==> config.mk <==
export PLATFORM = sky130hd
export DESIGN_NAME = flash_seq
export DESIGN_NICKNAME = d
export VERILOG_FILES = /design/src/rtl/flseq_pkg.sv /design/src/rtl/flseq_bus.sv /design/src/rtl/flseq_ctrl.sv /design/src/rtl/flash_seq.sv
export SDC_FILE = /design/constraint.sdc
export NUM_CORES = 1
export LEC_CHECK = 0
export BUFFER_PORTS_ARGS = -buffer_cell sky130_fd_sc_hd__buf_2
export CAP_MARGIN = 0
export CELL_PAD_IN_SITES_DETAIL_PLACEMENT = 0
export CELL_PAD_IN_SITES_GLOBAL_PLACEMENT = 1
export CORE_MARGIN = 4
export CORE_UTILIZATION = 39
export CTS_BUF_LIST = sky130_fd_sc_hd__clkbuf_16
export DETAILED_ROUTE_END_ITERATION = 7
export GPL_ROUTABILITY_DRIVEN = 0
export GPL_TIMING_DRIVEN = 0
export PLACE_DENSITY_LB_ADDON = 0.1
export SETUP_SLACK_MARGIN = 0.5
export SLEW_MARGIN = 20
export SYNTH_ARGS = -nofsm -noshare
export SYNTH_HDL_FRONTEND = slang
export SYNTH_SLANG_ARGS = --single-unit
==> constraint.sdc <==
create_clock -name clk -period 2.4 [get_ports clk]
set_clock_uncertainty 0.1 [all_clocks]
set_input_delay 0.36 -clock clk [delete_from_list [all_inputs] [get_ports clk]]
set_output_delay 0.36 -clock clk [all_outputs]
set_load 0.02 [all_outputs]
==> src/rtl/flseq_pkg.sv <==
package flseq_pkg;

    typedef enum logic [2:0] {
        BC_IDLE,
        BC_SETUP,
        BC_STROBE,
        BC_HOLD,
        BC_GAP
    } bus_state_t;

    typedef enum logic [2:0] {
        SQ_IDLE,
        SQ_CMD,
        SQ_POLL,
        SQ_WAIT_BUSY,
        SQ_RESET,
        SQ_DONE
    } seq_state_t;

    localparam logic [7:0] CODE_KEY1    = 8'hAA;
    localparam logic [7:0] CODE_KEY2    = 8'h55;
    localparam logic [7:0] CODE_PROGRAM = 8'hA0;
    localparam logic [7:0] CODE_ERASE   = 8'h80;
    localparam logic [7:0] CODE_SECTOR  = 8'h30;

endpackage

==> src/rtl/flseq_bus.sv <==
module flseq_bus
    import flseq_pkg::*;
#(
    parameter int AW      = 23,
    parameter int DW      = 16,
    parameter int WE_LO   = 2,
    parameter int WE_HI   = 1,
    parameter int GAP     = 1,
    parameter int RD_LO   = 2,
    parameter int TGL_BIT = 6
) (
    input  logic          clk,
    input  logic          rst_n,
    input  logic          start,
    input  logic          rd,
    input  logic [AW-1:0] addr,
    input  logic [DW-1:0] wdata,
    output logic          cyc_done,
    output logic          rd_tgl,
    output logic [AW-1:0] fl_addr,
    output logic [DW-1:0] fl_dq_out,
    output logic          fl_dq_oe,
    input  logic [DW-1:0] fl_dq_in,
    output logic          fl_we_n,
    output logic          fl_oe_n,
    output logic          fl_ce_n
);
    localparam int M1   = (WE_LO > RD_LO) ? WE_LO : RD_LO;
    localparam int M2   = (WE_HI > GAP) ? WE_HI : GAP;
    localparam int MAXC = (M1 > M2) ? M1 : M2;
    localparam int CW   = $clog2(MAXC + 1);

    typedef struct packed {
        bus_state_t    st;
        logic          rd;
        logic [AW-1:0] a;
        logic [DW-1:0] d;
        logic [CW-1:0] cnt;
        logic          done;
    } bus_reg_t;

    bus_reg_t bus_q, bus_d;

    always_comb begin
        bus_d      = bus_q;
        bus_d.done = 1'b0;
        case (bus_q.st)
            BC_IDLE: begin
                if (start) begin
                    bus_d.st = BC_SETUP;
                    bus_d.rd = rd;
                    bus_d.a  = addr;
                    bus_d.d  = wdata;
                end
            end
            BC_SETUP: begin
                bus_d.st  = BC_STROBE;
                bus_d.cnt = bus_q.rd ? CW'(RD_LO - 1) : CW'(WE_LO - 1);
            end
            BC_STROBE: begin
                if (bus_q.cnt == '0) begin
                    bus_d.st  = BC_HOLD;
                    bus_d.cnt = CW'(WE_HI - 1);
                    if (bus_q.rd) bus_d.d = fl_dq_in;
                end else begin
                    bus_d.cnt = bus_q.cnt - 1'b1;
                end
            end
            BC_HOLD: begin
                if (bus_q.cnt == '0) begin
                    bus_d.st  = BC_GAP;
                    bus_d.cnt = CW'(GAP - 1);
                end else begin
                    bus_d.cnt = bus_q.cnt - 1'b1;
                end
            end
            BC_GAP: begin
                if (bus_q.cnt == '0) begin
                    bus_d.st   = BC_IDLE;
                    bus_d.done = 1'b1;
                end else begin
                    bus_d.cnt = bus_q.cnt - 1'b1;
                end
            end
            default: bus_d.st = BC_IDLE;
        endcase
    end

    always_ff @(posedge clk) begin
        if (!rst_n) begin
            bus_q <= '{st: BC_IDLE, rd: 1'b0, a: '0, d: '0, cnt: '0, done: 1'b0};
        end else begin
            bus_q <= bus_d;
        end
    end

    assign cyc_done  = bus_q.done;
    assign rd_tgl    = bus_q.d[TGL_BIT];
    assign fl_addr   = bus_q.a;
    assign fl_dq_out = bus_q.d;
    assign fl_ce_n   = !(bus_q.st == BC_SETUP || bus_q.st == BC_STROBE || bus_q.st == BC_HOLD);
    assign fl_we_n   = !(bus_q.st == BC_STROBE && !bus_q.rd);
    assign fl_oe_n   = !(bus_q.st == BC_STROBE && bus_q.rd);
    assign fl_dq_oe  = !bus_q.rd && (bus_q.st == BC_SETUP || bus_q.st == BC_STROBE || bus_q.st == BC_HOLD);

    AST_ADDR_HELD_WE_LOW: assert property (@(posedge clk) disable iff (!rst_n)
        (!fl_we_n) |-> $stable(fl_addr)) else $error("address moved while write-enable low");
    AST_DATA_HELD_AT_RISE: assert property (@(posedge clk) disable iff (!rst_n)
        $rose(fl_we_n) |-> ($stable(fl_dq_out) && fl_dq_oe)) else $error("data moved at write-enable rise");
    AST_CE_BEFORE_WE: assert property (@(posedge clk) disable iff (!rst_n)
        $fell(fl_we_n) |-> $past(!fl_ce_n)) else $error("chip enable not set up before write-enable");
    AST_START_WHEN_IDLE: assert property (@(posedge clk) disable iff (!rst_n)
        start |-> (bus_q.st == BC_IDLE)) else $error("bus cycle started while busy");

endmodule

==> src/rtl/flseq_ctrl.sv <==
module flseq_ctrl
    import flseq_pkg::*;
#(
    parameter int          AW         = 23,
    parameter int          DW         = 16,
    parameter int          TIMEOUT    = 100000,
    parameter int          RST_CYC    = 8,
    parameter int          BUSY_GUARD = 4,
    parameter logic [AW-1:0] KEY_ADDR1 = AW'(12'h555),
    parameter logic [AW-1:0] KEY_ADDR2 = AW'(12'h2AA)
) (
    input  logic          clk,
    input  logic          rst_n,
    input  logic          req_valid,
    input  logic          req_op,
    input  logic          req_mode,
    input  logic [AW-1:0] req_addr,
    input  logic [DW-1:0] req_data,
    output logic          req_ready,
    output logic          done_valid,
    output logic          done_err,
    output logic          bus_start,
    output logic          bus_rd,
    output logic [AW-1:0] bus_addr,
    output logic [DW-1:0] bus_wdata,
    input  logic          bus_cyc_done,
    input  logic          bus_tgl,
    input  logic          fl_busy,
    output logic          fl_rst_n
);
    localparam int TW = $clog2(TIMEOUT + 1);
    localparam int RW = $clog2(RST_CYC + 1);
    localparam int GW = $clog2(BUSY_GUARD + 1);

    typedef struct packed {
        seq_state_t    st;
        logic          erase;
        logic          mode;
        logic [AW-1:0] a;
        logic [DW-1:0] d;
        logic [2:0]    step;
        logic          pend;
        logic          prev;
        logic          have_prev;
        logic [TW-1:0] tmr;
        logic [RW-1:0] rcnt;
        logic [GW-1:0] gcnt;
        logic          err;
        logic          busy_s;
    } seq_reg_t;

    seq_reg_t sq_q, sq_d;

    function automatic logic [AW+DW-1:0] seq_word(input logic erase, input logic [2:0] step,
                                                  input logic [AW-1:0] a, input logic [DW-1:0] d);
        logic [AW+DW-1:0] w;
        case (step)
            3'd0:    w = {KEY_ADDR1, DW'(CODE_KEY1)};
            3'd1:    w = {KEY_ADDR2, DW'(CODE_KEY2)};
            3'd2:    w = {KEY_ADDR1, erase ? DW'(CODE_ERASE) : DW'(CODE_PROGRAM)};
            3'd3:    w = erase ? {KEY_ADDR1, DW'(CODE_KEY1)} : {a, d};
            3'd4:    w = {KEY_ADDR2, DW'(CODE_KEY2)};
            default: w = {a, DW'(CODE_SECTOR)};
        endcase
        return w;
    endfunction

    logic             timed_out;
    logic [2:0]       last_step;
    logic [AW+DW-1:0] cur_word;

    assign timed_out = (sq_q.tmr == TW'(TIMEOUT));
    assign last_step = sq_q.erase ? 3'd5 : 3'd3;
    assign cur_word  = seq_word(sq_q.erase, sq_q.step, sq_q.a, sq_q.d);

    always_comb begin
        sq_d        = sq_q;
        sq_d.busy_s = fl_busy;
        if ((sq_q.st == SQ_POLL || sq_q.st == SQ_WAIT_BUSY) && !timed_out) begin
            sq_d.tmr = sq_q.tmr + 1'b1;
        end
        case (sq_q.st)
            SQ_IDLE: begin
                if (req_valid) begin
                    sq_d.st    = SQ_CMD;
                    sq_d.erase = req_op;
                    sq_d.mode  = req_mode;
                    sq_d.a     = req_addr;
                    sq_d.d     = req_data;
                    sq_d.step  = '0;
                    sq_d.pend  = 1'b0;
                    sq_d.err   = 1'b0;
                end
            end
            SQ_CMD: begin
                if (!sq_q.pend) begin
                    sq_d.pend = 1'b1;
                end else if (bus_cyc_done) begin
                    sq_d.pend = 1'b0;
                    if (sq_q.step == last_step) begin
                        sq_d.st        = sq_q.mode ? SQ_WAIT_BUSY : SQ_POLL;
                        sq_d.tmr       = '0;
                        sq_d.gcnt      = '0;
                        sq_d.have_prev = 1'b0;
                    end else begin
                        sq_d.step = sq_q.step + 1'b1;
                    end
                end
            end
            SQ_POLL: begin
                if (!sq_q.pend) begin
                    if (timed_out) begin
                        sq_d.st   = SQ_RESET;
                        sq_d.rcnt = RW'(RST_CYC - 1);
                    end else begin
                        sq_d.pend = 1'b1;
                    end
                end else if (bus_cyc_done) begin
                    sq_d.pend = 1'b0;
                    if (sq_q.have_prev && (bus_tgl == sq_q.prev)) begin
                        sq_d.st = SQ_DONE;
                    end else begin
                        sq_d.prev      = bus_tgl;
                        sq_d.have_prev = 1'b1;
                    end
                end
            end
            SQ_WAIT_BUSY: begin
                if (sq_q.gcnt != GW'(BUSY_GUARD)) begin
                    sq_d.gcnt = sq_q.gcnt + 1'b1;
                end else if (!sq_q.busy_s) begin
                    sq_d.st = SQ_DONE;
                end else if (timed_out) begin
                    sq_d.st   = SQ_RESET;
                    sq_d.rcnt = RW'(RST_CYC - 1);
                end
            end
            SQ_RESET: begin
                if (sq_q.rcnt == '0) begin
                    sq_d.st  = SQ_DONE;
                    sq_d.err = 1'b1;
                end else begin
                    sq_d.rcnt = sq_q.rcnt - 1'b1;
                end
            end
            SQ_DONE: sq_d.st = SQ_IDLE;
            default: sq_d.st = SQ_IDLE;
        endcase
    end

    always_ff @(posedge clk) begin
        if (!rst_n) begin
            sq_q <= '{st: SQ_IDLE, erase: 1'b0, mode: 1'b0, a: '0, d: '0, step: '0,
                      pend: 1'b0, prev: 1'b0, have_prev: 1'b0, tmr: '0, rcnt: '0,
                      gcnt: '0, err: 1'b0, busy_s: 1'b0};
        end else begin
            sq_q <= sq_d;
        end
    end

    assign bus_start  = !sq_q.pend && (sq_q.st == SQ_CMD || (sq_q.st == SQ_POLL && !timed_out));
    assign bus_rd     = (sq_q.st == SQ_POLL);
    assign bus_addr   = bus_rd ? sq_q.a : cur_word[AW+DW-1:DW];
    assign bus_wdata  = cur_word[DW-1:0];
    assign req_ready  = (sq_q.st == SQ_IDLE);
    assign done_valid = (sq_q.st == SQ_DONE);
    assign done_err   = sq_q.err;
    assign fl_rst_n   = (sq_q.st != SQ_RESET);

    AST_REQ_HELD_WHILE_BUSY: assert property (@(posedge clk) disable iff (!rst_n)
        (!req_ready) |=> ($stable(sq_q.a) && $stable(sq_q.erase) && $stable(sq_q.d))) else $error("request changed mid-operation");
    AST_DONE_SINGLE_PULSE: assert property (@(posedge clk) disable iff (!rst_n)
        done_valid |=> (!done_valid && req_ready)) else $error("done not a single pulse");
    AST_ERR_AFTER_RESET: assert property (@(posedge clk) disable iff (!rst_n)
        (done_valid && done_err) |-> $past(!fl_rst_n)) else $error("error reported without reset pulse");
    AST_NO_BUS_AFTER_DONE: assert property (@(posedge clk) disable iff (!rst_n)
        done_valid |-> !bus_start) else $error("bus cycle issued at completion");

endmodule

==> src/rtl/flash_seq.sv <==
module flash_seq #(
    parameter int AW         = 23,
    parameter int DW         = 16,
    parameter int WE_LO      = 2,
    parameter int WE_HI      = 1,
    parameter int GAP        = 1,
    parameter int RD_LO      = 2,
    parameter int TIMEOUT    = 100000,
    parameter int RST_CYC    = 8,
    parameter int BUSY_GUARD = 4,
    parameter int TGL_BIT    = 6
) (
    input  logic          clk,
    input  logic          rst_n,
    input  logic          req_valid,
    input  logic          req_op,
    input  logic          req_mode,
    input  logic [AW-1:0] req_addr,
    input  logic [DW-1:0] req_data,
    output logic          req_ready,
    output logic          done_valid,
    output logic          done_err,
    output logic [AW-1:0] fl_addr,
    output logic [DW-1:0] fl_dq_out,
    output logic          fl_dq_oe,
    input  logic [DW-1:0] fl_dq_in,
    output logic          fl_ce_n,
    output logic          fl_we_n,
    output logic          fl_oe_n,
    output logic          fl_rst_n,
    input  logic          fl_busy
);
    logic          bus_start;
    logic          bus_rd;
    logic [AW-1:0] bus_addr;
    logic [DW-1:0] bus_wdata;
    logic          bus_cyc_done;
    logic          bus_tgl;

    flseq_ctrl #(
        .AW(AW), .DW(DW), .TIMEOUT(TIMEOUT), .RST_CYC(RST_CYC), .BUSY_GUARD(BUSY_GUARD)
    ) u_ctrl (
        .clk(clk), .rst_n(rst_n),
        .req_valid(req_valid), .req_op(req_op), .req_mode(req_mode),
        .req_addr(req_addr), .req_data(req_data), .req_ready(req_ready),
        .done_valid(done_valid), .done_err(done_err),
        .bus_start(bus_start), .bus_rd(bus_rd), .bus_addr(bus_addr), .bus_wdata(bus_wdata),
        .bus_cyc_done(bus_cyc_done), .bus_tgl(bus_tgl),
        .fl_busy(fl_busy), .fl_rst_n(fl_rst_n)
    );

    flseq_bus #(
        .AW(AW), .DW(DW), .WE_LO(WE_LO), .WE_HI(WE_HI), .GAP(GAP), .RD_LO(RD_LO), .TGL_BIT(TGL_BIT)
    ) u_bus (
        .clk(clk), .rst_n(rst_n),
        .start(bus_start), .rd(bus_rd), .addr(bus_addr), .wdata(bus_wdata),
        .cyc_done(bus_cyc_done), .rd_tgl(bus_tgl),
        .fl_addr(fl_addr), .fl_dq_out(fl_dq_out), .fl_dq_oe(fl_dq_oe), .fl_dq_in(fl_dq_in),
        .fl_we_n(fl_we_n), .fl_oe_n(fl_oe_n), .fl_ce_n(fl_ce_n)
    );

    AST_QUIET_IN_RESET: assert property (@(posedge clk) disable iff (!rst_n)
        (!fl_rst_n) |-> (fl_we_n && fl_oe_n)) else $error("bus strobe during flash reset");

endmodule

# Word-level counts from Yosys, hierarchy flattened
# Cells that the tools add are included.
dict set report classes {
  add_sub_neg 5
  n_eq_ne 40
  n_reduce_logical 46
  bitwise 1
  n_mux 61
}
# cell n
set op_table {}
lappend op_table {{39-bit case mux with 4 select lines} 1}
lappend op_table {{3-bit two-way mux} 21}
lappend op_table {{18-bit two-way mux} 3}
lappend op_table {{48-bit two-way mux} 1}
lappend op_table {{43-bit two-way mux} 1}
lappend op_table {{39-bit two-way mux} 1}
lappend op_table {{17-bit two-way mux} 2}
lappend op_table {{16-bit two-way mux} 2}
lappend op_table {{16-bit case mux with 2 select lines} 1}
lappend op_table {{3-bit case mux with 5 select lines} 2}
lappend op_table {{4-bit two-way mux} 6}
lappend op_table {{23-bit two-way mux} 1}
lappend op_table {{2-bit != test (second input constant)} 11}
lappend op_table {{3-bit by 2-bit == test with 1-bit output (second input constant)} 6}
lappend op_table {{2-bit by 1-bit != test with 1-bit output (second input constant)} 9}
lappend op_table {{17-bit by 1-bit adder with 17-bit output (second input constant)} 1}
lappend op_table {{17-bit == test (second input constant)} 1}
lappend op_table {{5-bit AND reduction} 3}
lappend op_table {{3-bit == test (second input constant)} 4}
lappend op_table {{3-bit != test (second input constant)} 4}
lappend op_table {{3-bit case mux with 2 select lines} 2}
lappend op_table {{4-bit case mux with 3 select lines} 1}
lappend op_table {{4-bit AND reduction} 3}
lappend op_table {{2-bit AND reduction} 5}
lappend op_table {{25 further kinds} 61}
dict set report totals {
  register_bits 122
  output_inout_bits 47
  inputBits 61
  elab_cells 173
}

# Logic depth before layout (Yosys ltp)
# Gate-level depths: netlist (run 1).
dict set report logic_depth {
  depth_word 8
  depth_mapped 9
  depth_no_buf 7
}

# Modules after synthesis
# From an unflattened synthesis (run 1), not the netlist that was laid out.
dict set report unflattened {
  hier_cells 774
  hier_area_um2 6158.4
}
# module seq_area_each_um2 cells_each area_each_um2 instances
set modules_own_cells {}
lappend modules_own_cells {flseq_ctrl 1521.5 494 3777.4 1}
lappend modules_own_cells {flseq_bus 920.9 280 2381.0 1}

# Least setup slack after synthesis (run 1)
# OpenSTA, ideal clock, no wires.
dict set report synth_path {
  path_type {reg-to-reg}
  start {register u_ctrl.sq_q[31] (netlist bit)}
  end {register u_bus.bus_q (netlist bit u_bus.fl_addr[1])}
  t_required_ns 2.154
  setup_slack_ns 0.318
  path_stages_with_launch 8
  t_arrival_ns 1.836
  period_less_slack_ns 2.082
  n_path_buf 2
  cell_sequence {dfxtp_1 -> clkbuf_1 -> inv_1 -> ha_1 -> nor2b_1 -> clkbuf_1 -> o41ai_1 -> o31ai_1}
}
dict set report synth_between {
  elab_chain_len 4
  word_cells_on_any_way 8
  cone_classes {eq/ne: 4; mux: 2; reduce/logical: 2}
}
# item line
set synth_lines {}
lappend synth_lines {{start, declared} flseq_ctrl.sv:52} ;# seq_reg_t sq_q, sq_d;
lappend synth_lines {{start signal, assigned} flseq_ctrl.sv:153} ;# sq_q <= '{st: SQ_IDLE, erase: 1'b0, mode: 1'b0, a: '0, d: '0, step: '0,
lappend synth_lines {{start signal, assigned} flseq_ctrl.sv:157} ;# sq_q <= sq_d;
lappend synth_lines {{3-bit by 1-bit == test with 1-bit output / 3-bit == test (equally long branches)} flseq_ctrl.sv:57} ;# case (step)
lappend synth_lines {{2-bit OR reduction (no line)} --}
lappend synth_lines {{39-bit case mux with 4 select lines (*)} flseq_ctrl.sv:57}
lappend synth_lines {{23-bit two-way mux (*)} flseq_ctrl.sv:163} ;# assign bus_addr = bus_rd ? sq_q.a : cur_word[AW+DW-1:DW];
lappend synth_lines {{end signal, assigned} flseq_bus.sv:91} ;# bus_q <= '{st: BC_IDLE, rd: 1'b0, a: '0, d: '0, cnt: '0, done: 1'b0};
lappend synth_lines {{end signal, assigned} flseq_bus.sv:93} ;# bus_q <= bus_d;
lappend synth_lines {{end, declared} flseq_bus.sv:42} ;# bus_reg_t bus_q, bus_d;
# Mark *: on every way between the ends. The rest lies on a longest branch, timed or not.
# A chain may end at the register's enable or synchronous reset.

# Final worst setup path (run 1)
dict set report layout_path {
  start {register u_bus.bus_q[43] (netlist bit)}
  end {output port fl_we_n}
}
dict set report layout_between {
  elab_chain_len 3
}
# item line
set layout_lines {}
lappend layout_lines {{3-bit by 2-bit == test with 1-bit output} flseq_bus.sv:102} ;# assign fl_we_n = !(bus_q.st == BC_STROBE && !bus_q.rd);
lappend layout_lines {{1-bit logical AND} flseq_bus.sv:102}
lappend layout_lines {{1-bit logical NOT} flseq_bus.sv:102}
lappend layout_lines {{end, declared} flash_seq.sv:28} ;# output logic fl_we_n,
# No other way between the ends.

==> metrics.yaml, run 1 <==
detailed_routing:
  first_iter_violations: 300
  viasPerCell: 5.24
  drc: 0
  wl_um: 18000
  ant_nets: 0
  vias: 5637
  wl_per_cell_um: 16.8
  dr.pass1.iters: 5
pwr:
  p_int_mw: 5.90
  power_frac_seq_pct: 29.7
  ir_drop_uv: 635
  leakage_nw: 3.51
  clock_power_share_pct: 28.4
  p_comb_share_pct: 41.9
  swShare_pct: 36.0
  power.density_nw_per_um2: 1100
  p_sw_mw: 3.32
synth:
  synth_nets: 779
  ys.flop_type: "dfxtp_1"
  yosysTopAreaCell: "dfxtp_1"
  synth_area_um2: 5830
  postSynthCellCount: 704
  synth_cell_types: 69
  avgSynthCellArea_um2: 8.29
  ys_ff_latch: 122
  synth_enable_flop_cells: 0
  ys_top_cells_by_area: "dfxtp_1, nand2_1, a21oi_1"
  ys_warn_count: 0
  synth.top_cell.area_share_pct: 41.9
  ys_async_sr_fraction_pct: 0
  ys_seq_area_share_pct: 41.9
floorplan:
  fp.dieArea_um2: 17000
  initial_core_util_pct: 40.0
  core_um2: 14600
  io_pins: 108
  die_x_um: 130
  rows: 44
  die_h_um: 130
global_route:
  grt_overflow: 0
  grt_max_degree: 17
  grt_pass1_vias: 5473
  antenna_found_initial: 0
  track_usage_pct: 21.1
  grt_pass1_wl_um: 27700
clock_tree:
  cts_tree: "done"
  h-tree-depth: 4
  cts_hold_buf: 0
  clock-sinks: 122
  cts.path.max_buffers: 2
  clkTransAtPathRegs_ps: 60
  cts_root_buf: "clkbuf_16"
  clk_latency_ps: 430
  cts_buffers: 17
place:
  hpwl_um: 12200
  port_buffers: 107
critical_path:
  cp_top_family: "simple AND/OR/NAND/NOR gates"
  cp.buffers_inverters: 2
  worstSetupPathType: "reg -> out"
  reg2reg_depth: 6
  slowest_delay_ps: 380
  crit_slowest_cell: "dfxtp_1"
  cp-start-kind: "flip-flop"
  cp_max_fo: 8
  cp.required_ps: 1940
  cp.depth: 4
  crit_top_cell: "buf_6"
  crit_arrival_ps: 1660
  end_kind: "output pin"
  crit_chain: "or2_1 > buf_6 > or3_4 > buf_6"
final_layout:
  syn_to_final_growth_pct: 44.0
  n_antenna_cell: 0
  utilization_pct: 57.6
  fill_cells: 1322
  drive_gt1_share_pct: 40.3
  finalNetCount: 953
sta:
  max_freq_ghz: 0.472
  tightest_slew_ps: 885
  finalSetupViolCount: 0
  report.final.slew_viol_count: 0
  tns_ps: 0
  period_needed_ps: 2120
  max-slew-margin-rel_pct: 41.0
  rsz0062_at_grt: "true"
  hold_viol_final: 0
  fin_crit_sh_pct: 88.3
min_path:
  holdPathStages: 2
  min_path_type: "in -> reg"
flow_run:
  maxCapViolations: 0
status:
  status: "completed"
-- state kept, by name, indices dropped and copies added (netlist names) --
| signal | flops |
|---|---|
| u_bus.bus_q | 6 |
| u_bus.cyc_done | 1 |
| u_bus.fl_addr | 23 |
| u_bus.fl_dq_out | 16 |
| u_ctrl.done_err | 1 |
| u_ctrl.sq_q | 75 |
-- placed cells by master, fill, tap and decap left out, drive strengths merged, types with 4 or more instances in the layout --
master | synthesis | layout
buf | 53 | 211
dfxtp | 122 | 122
nand2 | 121 | 121
a21oi | 71 | 71
nor2 | 58 | 58
clkbuf | 28 | 41
o21ai | 27 | 27
inv | 19 | 22
nand3 | 18 | 18
ha | 14 | 14
nor3 | 13 | 13
a22o | 12 | 12
xnor2 | 10 | 10
and3 | 9 | 9
nand3b | 8 | 8
xor2 | 8 | 8
nand4 | 8 | 8
a2bb2oi | 8 | 8
o2111ai | 8 | 8
and2 | 7 | 7
or3 | 6 | 6
o31ai | 6 | 6
nor3b | 6 | 6
clkinv | 0 | 6
nor4 | 5 | 5
o2bb2ai | 5 | 5
a31oi | 4 | 4
nor2b | 4 | 4
or2 | 4 | 4
-- cell families after synthesis --
group	after synthesis	synth area share (%)
AOI/OAI and AO/OA	165	18.2
adders and majority gates	14	3.00
DFF	122	41.9
buffers and inverters	100	9.76
muxes	4	0.729
xor gates and xnor gates	18	2.70
and+or+nand+nor	281	23.7
-- through the flow --
step,hold WS [ps],setup WS (ps),area [µm²],total power [mW],cells
2_1_floorplan,330,459,5880,4.76,704
3_3_place_gp,342,-201,6650,5.57,995
3_5_place_dp,345,-194,6650,5.61,995
4_1_cts,36.1,275,7890,8.83,1056
5_1_grt,51.7,209,8400,9.69,1075
6_report,42.9,281,8400,9.22,1075
-- worst paths after layout --
path                                       from           endpoint  slack, ps
worst min register to register  u_ctrl.sq_q[61]    u_ctrl.sq_q[61]        350
worst min-delay path                    fl_busy     u_ctrl.sq_q[0]         40
worst max register to register  u_ctrl.sq_q[74]  u_bus.fl_addr[10]        330
worst max-delay path            u_bus.bus_q[43]            fl_we_n        280
-- area by class of cell --
cell class | instances | area [µm²] | share of cell area (%)
Buffer | 81 | 664 | 7.91
Clock buffer | 17 | 425 | 5.06
Timing Repair Buffer | 155 | 1010 | 12.1
Multi-Input combinational cell | 482 | 3350 | 39.9
Inverter | 19 | 71.3 | 0.849
Tap cell | 184 | 230 | 2.74
Clock inverter | 15 | 174 | 2.07
Sequential cell | 122 | 2470 | 29.4
-- power groups by stage --
stage	Clock, mW	Combinational, mW	Sequential [mW]
finish	2.62	3.86	2.74
global route	2.74	4.18	2.78
CTS	2.66	3.47	2.71
detailed placement	0	2.87	2.73
global placement	0	2.84	2.73
floorplan	0	2.11	2.64
-- routing by layer --
layer  part of all wire [%]  up-vias  routed length (µm)  global-route usage, %
li1                       -     2770                   -                      -
met1                     44     2694                7940                   26.6
met2                     49      150                8890                   35.6
met3                    5.2       23                 944                   6.14
met4                    1.5        0                 273                   5.56
met5                      0        -                   0                      0
-- synthesized netlist by cell type, drive strengths merged, types with 2 or more instances --
library cell	instances
and4	3
a2bb2oi	8
xor2	8
o211ai	3
or3b	2
a31o	2
nor3b	6
clkbuf	28
nor3	13
a31oi	4
or2	4
a221oi	2
mux2i	2
mux2	2
nand2b	2
and3	9
o2bb2ai	5
a21boi	2
ha	14
o2111ai	8
xnor2	10
a22o	12
dfxtp	122
nand3	18
or3	6
o21ai	27
nor2b	4
buf	53
nor4	5
and2	7
nand3b	8
nand2	121
nor2	58
inv	19
o31ai	6
nand4	8
a21oi	71
and4bb	2
and4b	3
-- timing repair --
item | CTS | global route
endpoints found under the setup margin | 120 | 95
pin swaps | 23 | 35
resized for setup | 112 | 84
hold endpoints to repair | 0 | 0
cloned | 3 | 2
setup buffers | 26 | 17
Note: power is estimated with default switching activity, not from simulation.
==> run 2, diff against run 1 <==
- SETUP_SLACK_MARGIN: 0.5 -> 0.3
- SLEW_MARGIN: 20 -> 30
- clock period: 2.4 -> 2.7 ns (I/O delays scaled with it)
==> metrics.yaml, run 2 (synthesis results as in run 1) <==
status:
  status: "completed"  # unchanged
critical_path:
  rr_startpoint: "u_ctrl.sq_q[9]"  # was u_ctrl.sq_q[74]
  crit_chain: "buf_2 > nor3b_2 > inv_1 > buf_2"  # was or2_1 > buf_6 > or3_4 > buf_6
  rrSetupSlack_ps: 440  # was 330 ps
  cp_max_fo: 10  # was 8
  crit_top_cell: "buf_2"  # was buf_6
  crit_arrival_ps: 1820  # was 1660 ps
  worstReg2RegEnd: "u_bus.fl_addr[21]"  # was u_bus.fl_addr[10]
  cp_top_family: "buffers and inverters"  # was simple AND/OR/NAND/NOR gates
  cp.depth: 4  # unchanged
  cp-start-kind: "flip-flop"  # unchanged
  reg2reg_depth: 9  # was 6
  cp.required_ps: 2190  # was 1940 ps
  crit_slowest_cell: "nor3b_2"  # was dfxtp_1
  end_kind: "output pin"  # unchanged
  cp.buffers_inverters: 3  # was 2
  worstSetupPathType: "reg -> out"  # unchanged
  slowest_delay_ps: 410  # was 380 ps
sta:
  setup_ws_ps: 377  # was 281 ps
  finalSetupViolCount: 0  # unchanged
  max-slew-margin-rel_pct: 54.8  # was 41.0%
  period_needed_ps: 2320
  max_freq_ghz: 0.431
  report.final.slew_viol_count: 0  # unchanged
  tightest_slew_ps: 678  # was 885 ps
  hold_viol_final: 0  # unchanged
  fin_crit_sh_pct: 86.0
  tns_ps: 0  # unchanged
  rsz0062_at_grt: "true"  # unchanged
floorplan:
  die_x_um: 130  # unchanged
  fp.dieArea_um2: 17000  # unchanged
  initial_core_util_pct: 40.0  # unchanged
  rows: 44  # unchanged
  core_um2: 14600  # unchanged
  io_pins: 108  # unchanged
  die_h_um: 130  # unchanged
place:
  port_buffers: 107  # unchanged
  dp_worst_setup_slack_ps: 98.9  # was -194 ps
  hpwl_um: 12100  # was 12,200 µm
final_layout:
  n_antenna_cell: 0  # unchanged
  syn_to_final_growth_pct: 23.7  # was 44.0%
  finalNetCount: 905  # was 953
  largest_reg_flops: 75  # unchanged
  drive_gt1_share_pct: 26.1  # was 40.3%
  largest_register: "u_ctrl.sq_q"  # unchanged
  fill_cells: 1416  # was 1,322
  mostFrequentLayoutCells: "nand2_1, dfxtp_1, buf_2"  # unchanged
clock_tree:
  h-tree-depth: 4  # unchanged
  clkTransAtPathRegs_ps: 50  # was 60 ps
  cts.path.max_buffers: 2  # unchanged
  cts_buffers: 17  # unchanged
  clk_latency_ps: 420  # was 430 ps
  cts_hold_buf: 0  # unchanged
  cts_root_buf: "clkbuf_16"  # unchanged
  cts_tree: "done"  # unchanged
  clock-sinks: 122  # unchanged
detailed_routing:
  vias: 5305  # was 5,637
  viasPerCell: 5.17  # was 5.24
  wl_um: 16300  # was 18,000 µm
  wl_per_cell_um: 15.9  # was 16.8 µm
  drc: 0  # unchanged
  first_iter_violations: 304  # was 300
  ant_nets: 0  # unchanged
  dr.pass1.iters: 5  # unchanged
min_path:
  min_from: "fl_busy"  # unchanged
  min_to: "u_ctrl.sq_q[0]"  # unchanged
  holdPathStages: 2  # unchanged
  min_path_type: "in -> reg"  # unchanged
global_route:
  track_usage_pct: 19.7  # was 21.1%
  grt_pass1_wl_um: 25800  # was 27,700 µm
  grt_pass1_vias: 5211  # was 5,473
  grt_overflow: 0  # unchanged
  grt_max_degree: 17  # unchanged
  antenna_found_initial: 0  # unchanged
pwr:
  total_power_mw: 7.04  # was 9.22 mW
  ir_drop_uv: 554  # was 635 µV
  leakage_nw: 3.07  # was 3.51 nW
  power.density_nw_per_um2: 976  # was 1100 nW/µm²
flow_run:
  maxCapViolations: 0  # unchanged
run 2: cell type report:
type                       count  area (µm²)  share of cell area [%]
sequential                   122        2440                    33.9
clock buffer                  17         425                    5.90
inverter                      19        71.3                   0.988
multi-input combinational    482        2880                    39.8
clock inverter                15         130                    1.80
buffer                        81         504                    6.99
timing repair buffer         107         536                    7.42
tap                          184         230                    3.19
run 2: per-layer routing:
| metal | track usage (%) | up-vias | share of wire [%] | wire length [µm] |
|---|---|---|---|---|
| met5 | 0 | - | 0 | 0 |
| met4 | 7.64 | 0 | 2.1 | 339 |
| met3 | 5.16 | 30 | 4.3 | 707 |
| met2 | 32.0 | 101 | 48 | 7810 |
| met1 | 24.9 | 2498 | 46 | 7450 |
| li1 | - | 2676 | - | - |
run 2: timing repair:
| action | in CTS | in global routing |
|---|---|---|
| buffers inserted | 0 | 0 |
| setup endpoints to repair | 24 | 57 |
| resized for setup | 7 | 9 |
run 2: worst max-delay path by stage:
stage	startpoint	endpoint	slack (ps)
global placement	u_ctrl.sq_q[73]	u_ctrl.sq_q[72]	130
floorplan	u_ctrl.sq_q[31]	u_bus.fl_addr[1]	620
global route	u_ctrl.sq_q[75]	fl_rst_n	300
detailed placement	u_ctrl.sq_q[31]	u_bus.fl_addr[9]	100
finish	u_ctrl.sq_q[75]	fl_rst_n	380
CTS	u_ctrl.sq_q[75]	fl_rst_n	360
run 2: report_power, final:
group	internal [mW]	total, mW	leakage [nW]	switching, mW
sequential	2.15	2.40	0.994	0.255
combinational	1.02	2.52	1.80	1.49
clock	1.26	2.12	0.274	0.859
total	4.43	7.04	3.07	2.61
run 2: per-stage QoR:
stage | hold WS, ps | util, % | instances | area, µm²
detailed placement | 351 | 45.3 | 995 | 6600
floorplan | 330 | - | 704 | 5830
finish | 102 | 49.5 | 1027 | 7220
global route | 108 | 49.5 | 1027 | 7220
CTS | 93.3 | 49.3 | 1027 | 7190
global placement | 343 | 45.2 | 995 | 6600
==> run 3, diff against run 2 <==
- CORE_MARGIN: 4 -> 1.5
- SLEW_MARGIN: 30 -> 20
==> metrics.yaml, run 3 (synthesis results as in run 1) <==
detailed_routing:
  wl_um: 16300  # about the same
  vias: 5341  # was 5,305
  drc: 0  # unchanged
  wl_per_cell_um: 15.9  # about the same
  first_iter_violations: 352  # was 304
  dr.pass1.iters: 5  # unchanged
  viasPerCell: 5.21  # was 5.17
  ant_nets: 0  # unchanged
clock_tree:
  clock-sinks: 122  # unchanged
  clkTransAtPathRegs_ps: 60  # was 50 ps
  cts_setup_buffers: 0  # unchanged
  clk_latency_ps: 410  # was 420 ps
  cts_root_buf: "clkbuf_16"  # unchanged
  h-tree-depth: 4  # unchanged
  cts_buffers: 17  # unchanged
  cts.path.max_buffers: 2  # unchanged
  cts_tree: "done"  # unchanged
floorplan:
  core_um2: 14600  # unchanged
  die_x_um: 125  # was 130 µm
  io_pins: 108  # unchanged
  die_h_um: 125  # was 130 µm
  rows: 44  # unchanged
  fp.dieArea_um2: 15700  # was 17,000 µm²
  initial_core_util_pct: 40.0  # unchanged
global_route:
  grt_pass1_wl_um: 26000  # was 25,800 µm
  grt_overflow: 0  # unchanged
  grt_pass1_vias: 5155  # was 5,211
  track_usage_pct: 20.8  # was 19.7%
  grt_max_degree: 17  # unchanged
  antenna_found_initial: 0  # unchanged
place:
  dp_worst_setup_slack_ps: 70.5  # was 98.9 ps
  placed_cell_area_um2: 6600  # unchanged
  hpwl_um: 11900  # was 12,100 µm
  port_buffers: 107  # unchanged
min_path:
  min_from: "fl_busy"  # unchanged
  min_path_type: "in -> reg"  # unchanged
final_layout:
  largest_register: "u_ctrl.sq_q"  # unchanged
  syn_to_final_growth_pct: 25.6  # was 23.7%
  finalNetCount: 905  # unchanged
  drive_gt1_share_pct: 26.2  # was 26.1%
  mostFrequentLayoutCells: "nand2_1, dfxtp_1, buf_2"  # unchanged
  design_area_um2: 7330  # was 7220 µm²
  largest_reg_flops: 75  # unchanged
  n_antenna_cell: 0  # unchanged
  final_common_cell: "nand2_1"
critical_path:
  cp.required_ps: 2940  # was 2190 ps
  crit_chain: "or3b_4 > nor2_2 > nand3_1 > buf_2 > a221o_1 > o2bb2ai_1"  # was buf_2 > nor3b_2 > inv_1 > buf_2
  crit_start: "u_ctrl.sq_q[73]"  # was u_ctrl.sq_q[75]
  end_kind: "flip-flop"  # was output pin
  worstSetupPathType: "reg -> reg"  # was reg -> out
  cp-start-kind: "flip-flop"  # unchanged
  cp_max_fo: 10  # unchanged
  cp.buffers_inverters: 1  # was 3
  cp_top_family: "simple AND/OR/NAND/NOR gates"  # was buffers and inverters
  slowest_delay_ps: 440  # was 410 ps
  rr_startpoint: "u_ctrl.sq_q[73]"  # was u_ctrl.sq_q[9]
  crit_arrival_ps: 2540  # was 1820 ps
  crit_slowest_cell: "or3b_4"  # was nor3b_2
flow_run:
  maxCapViolations: 0  # unchanged
sta:
  tightest_slew_ps: 662  # was 678 ps
  finalSetupViolCount: 0  # unchanged
  max_freq_ghz: 0.435  # was 0.431 GHz
  whs_ps: 104  # was 102 ps
  hold_viol_final: 0  # unchanged
  rsz0062_at_grt: "true"  # unchanged
  period_needed_ps: 2300  # was 2320 ps
  max-slew-margin-rel_pct: 55.8  # was 54.8%
  fin_crit_sh_pct: 85.1  # was 86.0%
  tns_ps: 0  # unchanged
  setup_ws_ps: 402  # was 377 ps
  report.final.slew_viol_count: 0  # unchanged
pwr:
  power.density_nw_per_um2: 1020  # was 976 nW/µm²
  ir_drop_uv: 453  # was 554 µV
  total_power_mw: 7.50  # was 7.04 mW
  leakage_nw: 3.11  # was 3.07 nW
status:
  status: "completed"  # unchanged
-- run 3: cell count changes in the layout (fill, tap and decap cells not counted), sizes merged --
cell      delta
bufinv       +5
clkinv       -6
buf          +1
clkbuf       -1
clkinvlp     -1
-- run 3: worst register-to-register path: cells and delay by family, from the launching register on --
kind,cells,cell delay (ps)
AOI/OAI and AO/OA,2,620
DFF,1,400
buffers and inverters,1,280
and+or+nand+nor,3,820
-- run 3: metrics by stage --
step,util (%),cells
floorplan,-,704
global placement,45.2,995
detailed placement,45.3,995
CTS,50.0,1025
global route,50.2,1025
finish,50.2,1025
-- run 3: per-layer routing --
metal | vias to the layer above | GRT usage [%] | wire [µm]
met5 | - | 0 | 0
met4 | 0 | 6.15 | 229
met3 | 14 | 6.12 | 702
met2 | 103 | 34.9 | 7820
met1 | 2560 | 26.0 | 7550
li1 | 2664 | - | -
-- run 3: layout make-up --
type | count | area (µm²)
fillers | 1411 | 7260
multi-input cells | 482 | 2890
flip-flops and latches | 122 | 2440
repair buffers | 107 | 536
plain buffers | 81 | 504
clock buffers | 17 | 425
well taps | 184 | 230
clock inverters | 13 | 226
inverters | 19 | 71.3
-- run 3: path summary, 6_finish.rpt --
| kind | end | slack (ps) | cells past startpoint |
|---|---|---|---|
| worst max-delay path | u_bus.fl_addr[2] | 400 | 6 |
| worst min register to register | u_ctrl.sq_q[60] | 350 | 2 |
| worst min-delay path | u_ctrl.sq_q[0] | 100 | 2 |
| worst max register to register | u_bus.fl_addr[2] | 400 | 6 |
-- run 3: power by group --
part / internal (mW) / leakage, nW / switching, mW
registers: 2.15 / 0.995 / 0.262
logic: 1.03 / 1.80 / 1.52
clock network: 1.72 / 0.318 / 0.823
-- run 3: repair_timing --
action,4_1_cts,5_1_grt
hold buffers,0,0
gates resized for setup,8,13
endpoints found under the setup margin,25,29
